--- src/rtl/tcap_pkg.sv ---
package tcap_pkg;

    localparam int unsigned BYTE_W   = 8;
    localparam int unsigned CNT_W    = 2 * BYTE_W;
    localparam int unsigned PS_W     = 3;
    localparam int unsigned ADDR_W   = 3;
    localparam int unsigned PS_CNT_W = (1 << PS_W) - 1;

    localparam logic [CNT_W-1:0] CNT_RESTART = CNT_W'(1);
    localparam logic [CNT_W-1:0] RLD_RESET   = '1;

    typedef enum logic [ADDR_W-1:0] {
        ADR_CTRL   = 3'd0,
        ADR_CNT_HI = 3'd1,
        ADR_CNT_LO = 3'd2,
        ADR_RLD_HI = 3'd3,
        ADR_RLD_LO = 3'd4,
        ADR_CMP_HI = 3'd5,
        ADR_CMP_LO = 3'd6,
        ADR_NONE   = 3'd7
    } reg_addr_e;

    typedef enum logic {
        MODE_CAPTURE = 1'b0,
        MODE_PWM     = 1'b1
    } tmr_mode_e;

    typedef struct packed {
        logic            run;
        logic            sense;
        logic [PS_W-1:0] prescale;
        tmr_mode_e       mode;
    } ctrl_t;

    // Low N bits set: the divider terminal pattern for divide by 2^N.
    function automatic logic [PS_CNT_W-1:0] ps_mask(input logic [PS_W-1:0] sel);
        logic [PS_CNT_W-1:0] m;
        for (int i = 0; i < int'(PS_CNT_W); i++) begin
            m[i] = (i < int'(sel));
        end
        return m;
    endfunction

    function automatic logic [BYTE_W-1:0] ctrl_to_byte(input ctrl_t c, input logic cause);
        return {c.run, c.sense, c.prescale, 1'b0, cause, c.mode};
    endfunction

    function automatic ctrl_t byte_to_ctrl(input logic [BYTE_W-1:0] b);
        ctrl_t c;
        c.run      = b[7];
        c.sense    = b[6];
        c.prescale = b[5:3];
        c.mode     = tmr_mode_e'(b[0]);
        return c;
    endfunction

    function automatic logic [BYTE_W-1:0] hi_byte(input logic [CNT_W-1:0] v);
        return v[CNT_W-1:BYTE_W];
    endfunction

    function automatic logic [BYTE_W-1:0] lo_byte(input logic [CNT_W-1:0] v);
        return v[BYTE_W-1:0];
    endfunction

endpackage

--- src/rtl/tcap_prescaler.sv ---
module tcap_prescaler
    import tcap_pkg::*;
(
    input  logic            clk,
    input  logic            rst,
    input  logic            run,
    input  logic [PS_W-1:0] sel,
    output logic            tick
);

    logic [PS_CNT_W-1:0] div_q;
    logic [PS_CNT_W-1:0] mask;

    assign mask = ps_mask(sel);

    // Divider restarts from zero whenever the timer is stopped.
    always_ff @(posedge clk) begin
        if (rst || !run) begin
            div_q <= '0;
        end else begin
            div_q <= div_q + 1'b1;
        end
    end

    assign tick = run && ((div_q & mask) == mask);

endmodule

--- src/rtl/tcap_edge_detect.sv ---
module tcap_edge_detect #(
    parameter int unsigned STAGES = 2
) (
    input  logic clk,
    input  logic rst,
    input  logic din,
    input  logic sense,
    output logic edge_hit
);

    logic [STAGES-1:0] sync_q;
    logic              last_q;
    logic              settled;

    always_ff @(posedge clk) begin
        if (rst) begin
            sync_q[0] <= 1'b0;
        end else begin
            sync_q[0] <= din;
        end
    end

    for (genvar g = 1; g < STAGES; g++) begin : g_sync
        always_ff @(posedge clk) begin
            if (rst) begin
                sync_q[g] <= 1'b0;
            end else begin
                sync_q[g] <= sync_q[g-1];
            end
        end
    end

    assign settled = sync_q[STAGES-1];

    always_ff @(posedge clk) begin
        if (rst) begin
            last_q <= 1'b0;
        end else begin
            last_q <= settled;
        end
    end

    // sense 0 selects rising edges, sense 1 falling edges.
    assign edge_hit = sense ? (last_q & ~settled) : (settled & ~last_q);

endmodule

--- src/rtl/tcap_counter.sv ---
module tcap_counter
    import tcap_pkg::*;
(
    input  logic              clk,
    input  logic              rst,
    input  logic              tick,
    input  logic [CNT_W-1:0]  reload,
    input  logic              wr_hi,
    input  logic              wr_lo,
    input  logic [BYTE_W-1:0] wdata,
    output logic [CNT_W-1:0]  count,
    output logic              wrap
);

    logic [CNT_W-1:0] cnt_q;

    assign wrap  = tick && (cnt_q == reload);
    assign count = cnt_q;

    // A software write has priority over the counting step of that cycle.
    always_ff @(posedge clk) begin
        if (rst) begin
            cnt_q <= '0;
        end else if (wr_hi || wr_lo) begin
            if (wr_hi) cnt_q[CNT_W-1:BYTE_W] <= wdata;
            if (wr_lo) cnt_q[BYTE_W-1:0]     <= wdata;
        end else if (wrap) begin
            cnt_q <= CNT_RESTART;
        end else if (tick) begin
            cnt_q <= cnt_q + 1'b1;
        end
    end

endmodule

--- src/rtl/tcap_pwm.sv ---
module tcap_pwm
    import tcap_pkg::*;
(
    input  logic [CNT_W-1:0] count,
    input  logic [CNT_W-1:0] cmp,
    input  logic             sense,
    input  logic             active,
    output logic             pwm
);

    logic above;

    assign above = (count > cmp);
    assign pwm   = active && (sense ? !above : above);

endmodule

--- src/rtl/capture_timer.sv ---
module capture_timer
    import tcap_pkg::*;
#(
    parameter int unsigned SYNC_STAGES = 2
) (
    input  logic              clk,
    input  logic              rst,
    input  logic [ADDR_W-1:0] reg_addr,
    input  logic              reg_wr,
    input  logic [BYTE_W-1:0] reg_wdata,
    output logic [BYTE_W-1:0] reg_rdata,
    input  logic              tmr_in,
    output logic              irq,
    output logic              irq_cap_cause,
    output logic              pwm_out
);

    ctrl_t            ctrl_q;
    logic [CNT_W-1:0] reload_q;
    logic [CNT_W-1:0] cmp_q;
    logic             cause_q;
    logic             irq_q;

    logic [CNT_W-1:0] count;
    logic             tick;
    logic             wrap;
    logic             edge_hit;
    logic             cap_ev;
    logic             run_on;
    logic             mode_pwm;
    logic             cnt_wr;

    reg_addr_e        adr;
    logic             wr_ctrl, wr_cnt_hi, wr_cnt_lo;
    logic             wr_rld_hi, wr_rld_lo, wr_cmp_hi, wr_cmp_lo;

    assign adr       = reg_addr_e'(reg_addr);
    assign wr_ctrl   = reg_wr && (adr == ADR_CTRL);
    assign wr_cnt_hi = reg_wr && (adr == ADR_CNT_HI);
    assign wr_cnt_lo = reg_wr && (adr == ADR_CNT_LO);
    assign wr_rld_hi = reg_wr && (adr == ADR_RLD_HI);
    assign wr_rld_lo = reg_wr && (adr == ADR_RLD_LO);
    assign wr_cmp_hi = reg_wr && (adr == ADR_CMP_HI);
    assign wr_cmp_lo = reg_wr && (adr == ADR_CMP_LO);
    assign cnt_wr    = wr_cnt_hi || wr_cnt_lo;

    assign run_on    = ctrl_q.run;
    assign mode_pwm  = (ctrl_q.mode == MODE_PWM);

    tcap_prescaler u_presc (
        .clk  (clk),
        .rst  (rst),
        .run  (run_on),
        .sel  (ctrl_q.prescale),
        .tick (tick)
    );

    tcap_edge_detect #(
        .STAGES (SYNC_STAGES)
    ) u_edge (
        .clk      (clk),
        .rst      (rst),
        .din      (tmr_in),
        .sense    (ctrl_q.sense),
        .edge_hit (edge_hit)
    );

    tcap_counter u_cnt (
        .clk    (clk),
        .rst    (rst),
        .tick   (tick),
        .reload (reload_q),
        .wr_hi  (wr_cnt_hi),
        .wr_lo  (wr_cnt_lo),
        .wdata  (reg_wdata),
        .count  (count),
        .wrap   (wrap)
    );

    tcap_pwm u_pwm (
        .count  (count),
        .cmp    (cmp_q),
        .sense  (ctrl_q.sense),
        .active (run_on && mode_pwm),
        .pwm    (pwm_out)
    );

    assign cap_ev = edge_hit && run_on && !mode_pwm;

    // Control and reload registers
    always_ff @(posedge clk) begin
        if (rst) begin
            ctrl_q   <= '0;
            reload_q <= RLD_RESET;
        end else begin
            if (wr_ctrl)   ctrl_q                  <= byte_to_ctrl(reg_wdata);
            if (wr_rld_hi) reload_q[CNT_W-1:BYTE_W] <= reg_wdata;
            if (wr_rld_lo) reload_q[BYTE_W-1:0]     <= reg_wdata;
        end
    end

    // Capture / compare register: a hardware capture beats a software write.
    always_ff @(posedge clk) begin
        if (rst) begin
            cmp_q <= '0;
        end else if (cap_ev) begin
            cmp_q <= count;
        end else begin
            if (wr_cmp_hi) cmp_q[CNT_W-1:BYTE_W] <= reg_wdata;
            if (wr_cmp_lo) cmp_q[BYTE_W-1:0]     <= reg_wdata;
        end
    end

    // Shared interrupt and its cause; reload decides the cause on a collision.
    always_ff @(posedge clk) begin
        if (rst) begin
            irq_q   <= 1'b0;
            cause_q <= 1'b0;
        end else begin
            irq_q <= wrap || cap_ev;
            if (wrap) begin
                cause_q <= 1'b0;
            end else if (cap_ev) begin
                cause_q <= 1'b1;
            end
        end
    end

    assign irq           = irq_q;
    assign irq_cap_cause = cause_q;

    always_comb begin
        reg_rdata = '0;
        case (adr)
            ADR_CTRL:   reg_rdata = ctrl_to_byte(ctrl_q, cause_q);
            ADR_CNT_HI: reg_rdata = hi_byte(count);
            ADR_CNT_LO: reg_rdata = lo_byte(count);
            ADR_RLD_HI: reg_rdata = hi_byte(reload_q);
            ADR_RLD_LO: reg_rdata = lo_byte(reload_q);
            ADR_CMP_HI: reg_rdata = hi_byte(cmp_q);
            ADR_CMP_LO: reg_rdata = lo_byte(cmp_q);
            default:    reg_rdata = '0;
        endcase
    end

endmodule

--- config.mk ---
export PLATFORM = sky130hd
export DESIGN_NAME = capture_timer
export DESIGN_NICKNAME = d
export VERILOG_FILES = /design/src/rtl/tcap_pkg.sv /design/src/rtl/tcap_prescaler.sv /design/src/rtl/tcap_edge_detect.sv /design/src/rtl/tcap_counter.sv /design/src/rtl/tcap_pwm.sv /design/src/rtl/capture_timer.sv
export SDC_FILE = /design/constraint.sdc
export NUM_CORES = 1
export LEC_CHECK = 0
export BUFFER_PORTS_ARGS = -buffer_cell sky130_fd_sc_hd__buf_2
export CAP_MARGIN = 5
export CORE_MARGIN = 3
export CORE_UTILIZATION = 65
export CTS_CLUSTER_DIAMETER = 120
export DETAILED_ROUTE_END_ITERATION = 16
export HOLD_SLACK_MARGIN = 0.12
export PLACE_DENSITY = 0.88
export SKIP_LAST_GASP = 1
export SLEW_MARGIN = 20
export SYNTH_ARGS = -nofsm -noshare
export SYNTH_HDL_FRONTEND = slang
export SYNTH_SLANG_ARGS = --single-unit
--- constraint.sdc ---
create_clock -name clk -period 5.8 [get_ports clk]
set_input_delay 1.16 -clock clk [delete_from_list [all_inputs] [get_ports clk]]
set_output_delay 1.16 -clock clk [all_outputs]
set_load 0.01 [all_outputs]
==> impl_metrics.yaml <==
placed_design:
  routabilityCongestion: 1.01
  placed_area_um2: 4330
  detailedPlacementHpwl_um: 9660
  buffer_ports.inserted: 25
pwr:
  vdd.ir_drop.worst_mv: 0.190
  cellPowerDensity_nw_per_um2: 240
  leakagePower_nw: 1.89
  report.power.total_mw: 1.09
die:
  num_rows: 28
  core_region_area_um2: 6130
  die_width_um: 87.0
  die_height_um: 87.0
  floorplan.initialDensity_pct: 69.6
  i_o_pin_cnt: 26
  design.die.area_um2: 7570
cts:
  tritoncts: "yes"
  cts_num_sinks: 66
  cts.repair_timing.setup_buffer_count: 0
  numCtsBuffers: 9
  bufs_on_longest_clock_path: 2
  cts-resized-gates: 0
  clkSlewWorstSetupHoldPaths_ns: 0.07
  clock_latency_late_sink_ns: 0.36
  cts_hold_buf: 0
  root_buffer: "sky130_fd_sc_hd__clkbuf_8"
  htree_levels: 3
synth:
  ys_async_sr_fraction_pct: 0
  syn_nets: 561
  synth_seq_cells: 66
  postSynthCellCount: 528
  synth.most_common_cell: "sky130_fd_sc_hd__dfxtp_1"
  netlist_top_cells_area: "sky130_fd_sc_hd__dfxtp_1 (31%), sky130_fd_sc_hd__mux2i_1 (6.8%), sky130_fd_sc_hd__nand2_1 (5.5%)"
  synth_seq_area_share_pct: 31.0
  synth_top_area_cell: "sky130_fd_sc_hd__dfxtp_1"
  synthesis.area_um2: 4270
  synth_top_family_by_area: "simple AND/OR/NAND/NOR gates"
  synth_top_area_share_pct: 31.0
  post_syn_area_per_cell_um2: 8.08
  netlist-cell-type-count: 59
  yosys.area_share.adder_pct: 5.28
  synth_xor_area_share_pct: 4.11
  post_synth_and_or_nand_nor_area_fraction_pct: 24.3
  number_of_flops_mapped_to_enable_cells_by_yosys: 0
  synth_commonest_cells: "sky130_fd_sc_hd__dfxtp_1 (66), sky130_fd_sc_hd__nand2_1 (63), sky130_fd_sc_hd__nor2_1 (47)"
  ys.flop_type: "sky130_fd_sc_hd__dfxtp_1"
  synth.mux.area_fraction_pct: 9.45
  synth_compound_gate_area_share_pct: 20.1
  synthesis_warnings: 0
detailed_routing:
  initialDrtViolationCount: 585
  wl_per_cell_um: 22.3
  number_of_remaining_drc_errors: 0
  route.vias.total: 4301
  number_of_routed_nets_with_antenna_violations: 0
  drt_pre_antenna_iters: 6
  via_per_inst: 7.03
  postRouteWirelength_um: 13700
timing:
  slew_headroom_pct: 43.9
  layout_min_cycle_time_ns: 3.78
  report.final.setup_viol: 0
  measured_slew_at_the_worst_slew_check_pin_ns: 0.841
  timing.final.hold_violations: 0
  highest_clock_frequency_the_design_can_meet_mhz: 265
  clock_skew_ns: 0.0174
  holdWs_ns: 0.454
  grt_setup_unrepaired: "no"
  timing.final.crit_share_pct: 65.1
  timing.setup.tns_ns: 0
  timing.final.max_slew_violations: 0
worst_setup_path:
  setup.reg_to_reg.worst_slack_ns: 3.09
  timing.critical_path.slowest_cell_delay_ns: 0.38
  critPathRequiredTime_ns: 4.64
  critical_path.max_fanout: 23
  critical_path_arrival_ns: 2.62
  criticalPathCategory: "in -> out"
  critical-path-slowest-cell: "sky130_fd_sc_hd__buf_2"
  crit-reg2reg-launch: "u_cnt.count[5]"
  timing.critical_path.cells: "buf_2 -> inv_1 -> nor2_1 -> a22o_1 -> a22oi_1 -> o21ai_0 -> buf_2"
  worstSetupEndpointType: "primary output"
  worstRegToRegCells: 6
  reg2reg_to: "u_cnt.count[15]"
  timing.critical_path.mode_cell: "sky130_fd_sc_hd__buf_2"
  crit_start_category: "primary input"
global_route:
  grt_first_pass_wirelength_um: 21500
  grt_start_max_net_pins: 38
  initial_antenna_violation_count: 0
  vias_in_the_first_global_route: 4071
  grt_most_used_layer: "met2"
  use_met2_pct: 57.4
  grt_use_total_pct: 37.6
  grtUsageMet1_pct: 50.1
  groute.layer.met3.usage_pct: 7.00
  grt-ovfl-total: 0
min_path:
  worst_hold_path.endpoint: "u_edge.settled"
  worst_hold_path_type: "reg -> reg"
  worst_hold_startpoint: "u_edge.sync_q[0]"
  worst_hold_path.num_cells: 1
finish:
  num-nets-final: 565
  post_route_cells_drive_above_1_share_pct: 10.8
  syn_to_final_growth_pct: 6.69
  stdcell_area_um2: 4550
  diodes: 0
  filler_cell_count: 486
  finalCoreUtilization_pct: 74.2
job:
  drv.max_cap_violation_count: 0
run_status:
  status: "finished clean"
==> registers in the layout, summed over array words and instances, names as in the netlist, 4 cells and up <==
signal	cells
reload_q	16
cmp_q	16
ctrl_q	4
u_cnt.count	16
u_presc.div_q	7
==> stage by stage <==
stage	instances	setup WS, ns
finish	612	2.02
CTS	612	2.09
floorplan	528	2.28
global route	612	1.93
detailed placement	596	2.09
global placement	596	2.13
==> cells by family after synthesis <==
family,after synthesis
flops,66
mux,37
fa+ha+maj,18
buf+inv,57
simple gates,208
compound gates,122
xor+xnor,20
==> cells in the final DEF, fill, tap and decap left out, types with 4 or more instances in the layout <==
cell type and n:
sky130_fd_sc_hd__dfxtp_1 66, sky130_fd_sc_hd__nand2_1 63, sky130_fd_sc_hd__nor2_1 47, sky130_fd_sc_hd__nand3_1 32, sky130_fd_sc_hd__mux2i_1 29, sky130_fd_sc_hd__a21oi_1 29, sky130_fd_sc_hd__buf_2 25, sky130_fd_sc_hd__inv_1 24
sky130_fd_sc_hd__a211oi_1 19, sky130_fd_sc_hd__ha_1 18, sky130_fd_sc_hd__xor2_1 17, sky130_fd_sc_hd__o21ai_0 15, sky130_fd_sc_hd__nor2b_1 13, sky130_fd_sc_hd__and3_1 10, sky130_fd_sc_hd__nand4_1 9, sky130_fd_sc_hd__clkbuf_8 9
sky130_fd_sc_hd__a22oi_1 7, sky130_fd_sc_hd__nor4_1 7, sky130_fd_sc_hd__o311ai_0 7, sky130_fd_sc_hd__mux2_2 6, sky130_fd_sc_hd__and2_1 6, sky130_fd_sc_hd__a221oi_1 5, sky130_fd_sc_hd__a21o_1 5, sky130_fd_sc_hd__nand2b_1 4
==> worst max-delay path, delay by kind of cell <==
family	cells	cell delay, ns
AOI/OAI and AO/OA	3	0.42
buffers and inverters	3	0.67
and+or+nand+nor	1	0.36
==> layer usage <==
layer / vias up / wire [um]
li1: 1927 / -
met1: 2000 / 5410
met2: 305 / 6120
met3: 69 / 1420
met4: 0 / 710
met5: - / 0
==> worst max path at each step <==
stage,start,end,slack (ns)
floorplan,reg_addr[1],reg_rdata[6],2.28
global placement,reg_addr[1],reg_rdata[5],2.13
detailed placement,reg_addr[2],reg_rdata[5],2.09
CTS,reg_addr[2],reg_rdata[5],2.09
global route,reg_addr[2],reg_rdata[5],1.93
finish,reg_addr[1],reg_rdata[5],2.02
==> area by class of cell <==
| class | count | area, um2 | share of cell area, % |
|---|---|---|---|
| Inverter | 24 | 90.1 | 1.98 |
| Sequential cell | 66 | 1320 | 29.0 |
| Tap cell | 75 | 93.8 | 2.06 |
| Clock buffer | 10 | 128 | 2.80 |
| Multi-Input combinational cell | 405 | 2700 | 59.3 |
| Clock inverter | 6 | 88.8 | 1.95 |
| Timing Repair Buffer | 26 | 133 | 2.91 |
==> where the power goes <==
group,internal [mW],switching (mW)
Clock,0.243,0.190
Combinational,0.0632,0.0978
Sequential,0.467,0.0311
(Power assumes the default switching activity.)
